--- src/rtl/dlg_pkg.sv ---
package dlg_pkg;

  typedef enum logic [1:0] {
    AK_GUEST    = 2'b00,
    AK_XLATED   = 2'b01,
    AK_PASSTHRU = 2'b10,
    AK_HOSTRSV  = 2'b11
  } addr_kind_e;

  typedef enum logic [1:0] {
    VD_PASS     = 2'b00,
    VD_ABORT_UR = 2'b01,
    VD_ABORT_NC = 2'b10
  } verdict_e;

  // order matches control word bits 10:0
  typedef struct packed {
    logic [2:0] iso_code;
    logic [3:0] host_code;
    logic [3:0] niso_code;
  } limits_t;

  localparam int unsigned ISO_BASE  = 32;
  localparam int unsigned NISO_BASE = 40;
  localparam int unsigned HOST_BASE = 36;
  localparam logic [3:0]  NISO_TOP  = 4'h8;

  function automatic logic iso_code_ok(logic [2:0] c);
    return c[2];
  endfunction

  function automatic logic niso_code_ok(logic [3:0] c);
    return c <= NISO_TOP;
  endfunction

  function automatic int unsigned iso_width(logic [2:0] c);
    return ISO_BASE + int'(c);
  endfunction

  function automatic int unsigned niso_width(logic [3:0] c);
    return NISO_BASE + int'(c);
  endfunction

  function automatic int unsigned host_width(logic [3:0] c);
    return HOST_BASE + int'(c);
  endfunction

  // true when any address bit at position w or above is set
  function automatic logic at_or_above(logic [63:0] a, int unsigned w);
    if (w >= 64) return 1'b0;
    return (a >> w) != 64'd0;
  endfunction

endpackage

--- src/rtl/dlg_cfg_regs.sv ---
module dlg_cfg_regs
  import dlg_pkg::*;
(
  input  logic        clk,
  input  logic        rst_n,
  input  logic        cfg_we,
  input  logic [15:0] cfg_wdata,
  input  logic        secure_mode,
  output logic [15:0] cfg_rdata,
  output limits_t     lim,
  output logic        lock_q
);
  localparam limits_t LIM_RST = '{iso_code: 3'b111, host_code: 4'h0, niso_code: 4'h8};
  localparam int unsigned LOCK_BIT = 15;

  logic field_wr_en;
  logic lock_set;

  assign field_wr_en = cfg_we && !lock_q && !secure_mode;
  assign lock_set    = cfg_we && cfg_wdata[LOCK_BIT];

  always_ff @(posedge clk) begin
    if (!rst_n) begin
      lim    <= LIM_RST;
      lock_q <= 1'b0;
    end else begin
      if (field_wr_en) lim <= limits_t'(cfg_wdata[10:0]);
      if (lock_set) lock_q <= 1'b1;
    end
  end

  assign cfg_rdata = {lock_q, 4'b0000, lim};

  assert_lock_sticky_R3: assert property (@(posedge clk) disable iff (!rst_n)
    lock_q |=> lock_q);

  assert_locked_frozen_R3: assert property (@(posedge clk) disable iff (!rst_n)
    lock_q |=> $stable(lim));

  assert_secure_frozen_R4: assert property (@(posedge clk) disable iff (!rst_n)
    secure_mode |=> $stable(lim));

endmodule

--- src/rtl/dlg_verdict_logic.sv ---
module dlg_verdict_logic
  import dlg_pkg::*;
(
  input  logic [63:0] addr,
  input  logic        isoch,
  input  addr_kind_e  kind,
  input  logic        walk,
  input  logic        xlate_en,
  input  limits_t     lim,
  output verdict_e    verdict
);
  logic guest_path;
  logic host_path;
  logic guest_code_ok;
  logic guest_over;
  logic host_over;

  assign host_path  = xlate_en && (walk || kind != AK_GUEST);
  assign guest_path = xlate_en && !walk && kind == AK_GUEST;

  always_comb begin
    if (isoch) begin
      guest_code_ok = iso_code_ok(lim.iso_code);
      guest_over    = at_or_above(addr, iso_width(lim.iso_code));
    end else begin
      guest_code_ok = niso_code_ok(lim.niso_code);
      guest_over    = at_or_above(addr, niso_width(lim.niso_code));
    end
  end

  assign host_over = at_or_above(addr, host_width(lim.host_code));

  always_comb begin
    verdict = VD_PASS;
    if (guest_path && (!guest_code_ok || guest_over)) verdict = VD_ABORT_UR;
    else if (host_path && host_over)                  verdict = VD_ABORT_NC;
  end

  always_comb begin
    assert_paths_exclusive_R8: assert (!(guest_path && host_path));
  end

endmodule

--- src/rtl/dlg_resp_slot.sv ---
module dlg_resp_slot
  import dlg_pkg::*;
(
  input  logic     clk,
  input  logic     rst_n,
  input  logic     req_valid,
  output logic     req_ready,
  input  verdict_e verdict_in,
  output logic     resp_valid,
  input  logic     resp_ready,
  output verdict_e resp_verdict
);
  logic accept;

  assign req_ready = !resp_valid || resp_ready;
  assign accept    = req_valid && req_ready;

  always_ff @(posedge clk) begin
    if (!rst_n) begin
      resp_valid   <= 1'b0;
      resp_verdict <= VD_PASS;
    end else if (accept) begin
      resp_valid   <= 1'b1;
      resp_verdict <= verdict_in;
    end else if (resp_ready) begin
      resp_valid   <= 1'b0;
    end
  end

  assert_accept_yields_R11: assert property (@(posedge clk) disable iff (!rst_n)
    accept |=> resp_valid);

  assert_stall_holds_R11: assert property (@(posedge clk) disable iff (!rst_n)
    (resp_valid && !resp_ready) |=> (resp_valid && $stable(resp_verdict)));

endmodule

--- src/rtl/dma_limit_guard.sv ---
module dma_limit_guard
  import dlg_pkg::*;
#(
  parameter int unsigned ADDR_W = 64
) (
  input  logic              clk,
  input  logic              rst_n,
  input  logic              cfg_we,
  input  logic [15:0]       cfg_wdata,
  output logic [15:0]       cfg_rdata,
  input  logic              secure_mode,
  input  logic              xlate_en,
  input  logic              req_valid,
  output logic              req_ready,
  input  logic [ADDR_W-1:0] req_addr,
  input  logic              req_isoch,
  input  logic [1:0]        req_kind,
  input  logic              req_walk,
  output logic              resp_valid,
  input  logic              resp_ready,
  output logic [1:0]        resp_verdict
);
  limits_t     lim;
  logic        lock_q;
  logic [63:0] addr_x;
  verdict_e    verdict_now;
  verdict_e    verdict_q;

  assign addr_x = 64'(req_addr);

  dlg_cfg_regs u_regs (
    .clk, .rst_n, .cfg_we, .cfg_wdata, .secure_mode,
    .cfg_rdata, .lim, .lock_q
  );

  dlg_verdict_logic u_judge (
    .addr(addr_x), .isoch(req_isoch), .kind(addr_kind_e'(req_kind)),
    .walk(req_walk), .xlate_en, .lim, .verdict(verdict_now)
  );

  dlg_resp_slot u_slot (
    .clk, .rst_n, .req_valid, .req_ready, .verdict_in(verdict_now),
    .resp_valid, .resp_ready, .resp_verdict(verdict_q)
  );

  assign resp_verdict = verdict_q;

  assert_off_passes_R10: assert property (@(posedge clk) disable iff (!rst_n)
    (req_valid && req_ready && !xlate_en) |=> resp_verdict == 2'b00);

  assert_guest_never_nc_R5: assert property (@(posedge clk) disable iff (!rst_n)
    (req_valid && req_ready && req_kind == 2'b00 && !req_walk) |=> resp_verdict != 2'b10);

  assert_host_never_ur_R9: assert property (@(posedge clk) disable iff (!rst_n)
    (req_valid && req_ready && (req_walk || req_kind != 2'b00)) |=> resp_verdict != 2'b01);

endmodule

--- config.mk ---
export PLATFORM = sky130hd
export DESIGN_NAME = dma_limit_guard
export DESIGN_NICKNAME = d
export VERILOG_FILES = /design/src/rtl/dlg_pkg.sv /design/src/rtl/dlg_cfg_regs.sv /design/src/rtl/dlg_verdict_logic.sv /design/src/rtl/dlg_resp_slot.sv /design/src/rtl/dma_limit_guard.sv
export SDC_FILE = /design/constraint.sdc
export NUM_CORES = 1
export LEC_CHECK = 0
export ABC_CLOCK_PERIOD_IN_PS = 2290
export BUFFER_PORTS_ARGS = -buffer_cell sky130_fd_sc_hd__buf_2
export CAP_MARGIN = 20
export CELL_PAD_IN_SITES_DETAIL_PLACEMENT = 0
export CELL_PAD_IN_SITES_GLOBAL_PLACEMENT = 1
export CORE_ASPECT_RATIO = 1.75
export CORE_MARGIN = 2
export CORE_UTILIZATION = 25
export CTS_CLUSTER_SIZE = 8
export DETAILED_ROUTE_END_ITERATION = 8
export GPL_TIMING_DRIVEN = 0
export PLACE_DENSITY_LB_ADDON = 0.1
export SETUP_SLACK_MARGIN = 0.5
export SYNTH_ARGS = -nofsm -noshare
export SYNTH_HDL_FRONTEND = slang
export SYNTH_SLANG_ARGS = --single-unit
--- constraint.sdc ---
create_clock -name clk -period 2.29 [get_ports clk]
set_input_delay 0.1145 -clock clk [delete_from_list [all_inputs] [get_ports clk]]
set_output_delay 0.1145 -clock clk [all_outputs]
set_load 0.1 [all_outputs]
==> flow_summary.json <==
{
  "diodes": 0,
  "postRouteAntennaNets": 0,
  "drv_slew": 0,
  "hold_ws_ns": 0.06988,
  "tightest_slew_ns": 0.5809,
  "min_period_ns": 1.795,
  "gp_congestion": 0.8895,
  "r2r-start": "u_regs.cfg_rdata[4]$_SDFFE_PN0P_",
  "cts-root-buf": "clkbuf_8",
  "die_x_microns": 59.32,
  "layout-drive-gt1-share": 0.3985,
  "routedWlPerCell_microns": 16.06,
  "cp_max_fo": 8,
  "startpoint": "u_regs.cfg_rdata[4]$_SDFFE_PN0P_",
  "max_clock_freq_ghz": 0.5572,
  "holdBufCountCts": 0,
  "cap_violations": 0,
  "status": "finished, final reports clean",
  "slew-limit-headroom": 0.6091,
  "async_reset_ff_frac": 0,
  "first_iter_violations": 80,
  "cp.required_ns": 2.42,
  "grt_pass1_vias": 1602,
  "synth-main-ff-cell": "dfxtp_1",
  "clockBufferDepth": 2,
  "portBuffers": 66,
  "final.period_utilization": 0.7837,
  "viasPerCell": 5.370,
  "antenna_found_initial": 0,
  "yosys_warnings": 0,
  "cts_tree": "yes",
  "first_pass_iters": 4,
  "dieArea_sq_mm": 0.005979,
  "worst_slack_ns": 0.4954,
  "syn_area_per_cell_sq_um": 7.159,
  "worst_hold_path_type": "in2reg",
  "ir_drop_mv": 0.2433,
  "cp.arrival_ns": 1.93,
  "initial_core_util": 0.2569,
  "dp_slack_ns": 0.2386,
  "die-height_microns": 100.8,
  "place_hpwl_mm": 4.234,
  "r2r_end": "u_slot.resp_verdict[1]$_SDFFE_PN0P_",
  "grt_pass1_wl_mm": 8.031,
  "synth_cell_type_count": 47,
  "drc": 0,
  "rsz0062_at_grt": "true",
  "cts_sinks": 15,
  "worst_setup_path_end_kind": "flop",
  "ys_seq_area_frac": 0.2243,
  "p_leak_nw": 0.7748,
  "startpoint_type": "flop",
  "path_class": "reg2reg",
  "htreeDepth": 1,
  "skew_ns": 0.0008996,
  "routed_wl_mm": 5.074,
  "syn2layout_area_growth_pct": 40.00,
  "ff2ff_path_depth": 6,
  "track_usage": 0.1761,
  "core_sq_mm": 0.005211,
  "ios": 111,
  "vias": 1697,
  "path_clk_slew_ns": 0.06,
  "finalHoldViolCount": 0,
  "insertion_delay_ns": 0.25,
  "tns_ns": 0,
  "grt_max_degree": 11,
  "grt-ovfl-total": 0,
  "netlist_area_sq_mm": 0.001339,
  "r2r_slack_ns": 0.50,
  "crit_path_end": "u_slot.resp_verdict[1]$_SDFFE_PN0P_",
  "pwr_density_cell_mw_per_mm2": 469.1,
  "numCtsBuffers": 3,
  "postSynthCellCount": 187,
  "ys_ff_latch": 15,
  "finalNetCount": 353,
  "setup_violations": 0,
  "row_count": 35,
  "synth-edff-count": 0
}
## Yosys cell counts, types with 2 or more instances
master     count  share of area
a21oi_1       17          0.064
nor2b_1        6          0.028
or3_1          2         0.0093
nand4_1        2         0.0093
nor4_1         8          0.037
a31oi_1        3          0.014
mux2i_1        3          0.022
o221ai_1       3          0.020
nand2b_1       5          0.023
clkbuf_1       6          0.017
nand3_1        4          0.015
a211oi_1       7          0.039
nor3b_1        4          0.022
nand2_1       24          0.067
mux2_2         4          0.034
or2_2          2         0.0093
a2111oi_0      3          0.020
o21ai_0        7          0.026
and2b_1        2          0.011
inv_1          8          0.022
o211ai_1       6          0.034
buf_2          2         0.0075
dfxtp_1       15           0.22
nor2_1         8          0.022
o31ai_1        2          0.011
buf_4          5          0.028
nor3_1         9          0.034
## metal layers
| layer | global-route usage | vias up | routed length, microns |
|---|---|---|---|
| met4 | 0.06993 | 0 | 114 |
| met5 | 0 | - | 0 |
| li1 | - | 851 | - |
| met2 | 0.3178 | 73 | 2704 |
| met1 | 0.2056 | 764 | 1980 |
| met3 | 0.01412 | 9 | 274 |
## state kept, by name, summed over array words and instances, names as in the netlist
register	flops
u_regs.cfg_rdata	11
u_regs.lock_q	1
u_slot.resp_valid	1
u_slot.resp_verdict	2
## how the worst min path moves through the flow
stage / slack (ns) / end / from / depth (start not counted)
2_1_floorplan: 0.19 / u_regs.cfg_rdata[10]$_SDFFE_PN1P_ / rst_n / 1
3_3_place_gp: 0.33 / u_regs.cfg_rdata[10]$_SDFFE_PN1P_ / cfg_wdata[10] / 3
3_5_place_dp: 0.33 / u_regs.cfg_rdata[9]$_SDFFE_PN1P_ / cfg_wdata[9] / 3
4_1_cts: 0.07 / u_regs.cfg_rdata[10]$_SDFFE_PN1P_ / cfg_wdata[10] / 3
5_1_grt: 0.08 / u_regs.cfg_rdata[10]$_SDFFE_PN1P_ / cfg_wdata[10] / 3
6_report: 0.07 / u_regs.cfg_rdata[9]$_SDFFE_PN1P_ / cfg_wdata[9] / 3
## power by group
part | internal (W) | total, W | switching (W)
Sequential | 0.000274 | 0.000290 | 0.0000157
Clock | 0.000123 | 0.000216 | 0.0000932
Combinational | 0.000108 | 0.000373 | 0.000264
## kinds of logic (layout without fill, tap and decap cells)
group,count (synthesis),count (layout),share of synthesized area
other cells,1,4,0.002801
flops,15,15,0.2243
compound gates,59,59,0.3009
buf+inv,22,93,0.08318
mux,7,7,0.05607
simple gates,83,83,0.3327
## placed cells by master (no fill, tap or decap), types with 2 or more instances in the layout
cell type	count
nor2_1	8
or3_1	2
a2111oi_2	2
mux2_2	4
o21ai_0	5
o21ai_1	2
nand2_1	24
or2_2	2
nor3_1	9
a211oi_1	6
clkbuf_1	6
a31oi_1	3
dfxtp_4	6
nor4_1	7
buf_2	66
buf_6	2
buf_4	8
conb_1	4
o31ai_1	2
nor3b_1	4
nor2b_1	6
a21oi_1	17
nand3_1	4
and2b_1	2
inv_1	8
dfxtp_2	4
nand4_1	2
o211ai_1	6
o221ai_1	3
nand2b_1	4
mux2i_1	3
dfxtp_1	5
clkbuf_8	3
## worst max-delay path, stage by stage, from the launching register on
cell	delay, ns
dfxtp_4	0.34
buf_6	0.12
or3_1	0.30
a2111o_1	0.41
o22a_1	0.18
a221oi_2	0.22
o211ai_1	0.11
## area by class of cell
| type | instances | area (sq um) |
|---|---|---|
| fill | 599 | 3337 |
| tap | 55 | 68.82 |
| inverter | 8 | 30.03 |
| multi-input combinational | 153 | 970.9 |
| buffer | 14 | 93.84 |
| sequential | 15 | 327.8 |
| clock buffer | 4 | 45.04 |
| timing repair buffer | 67 | 337.8 |
## what timing repair did
item,4_1_cts,5_1_grt
pin swaps,2,5
setup buffers,1,0
resized for setup,2,9
endpoints found under the setup margin,2,2
## through the flow
step	instance area (sq um)	utilization	instances	power, W
floorplan	1401	-	190	0.0005489
global placement	1800	0.3455	311	0.0006640
detailed placement	1800	0.3455	311	0.0006627
CTS	1859	0.3568	316	0.0008842
global route	1874	0.3597	316	0.0009283
finish	1874	0.3597	316	0.0008792
Power figures use the tool's default switching activity.
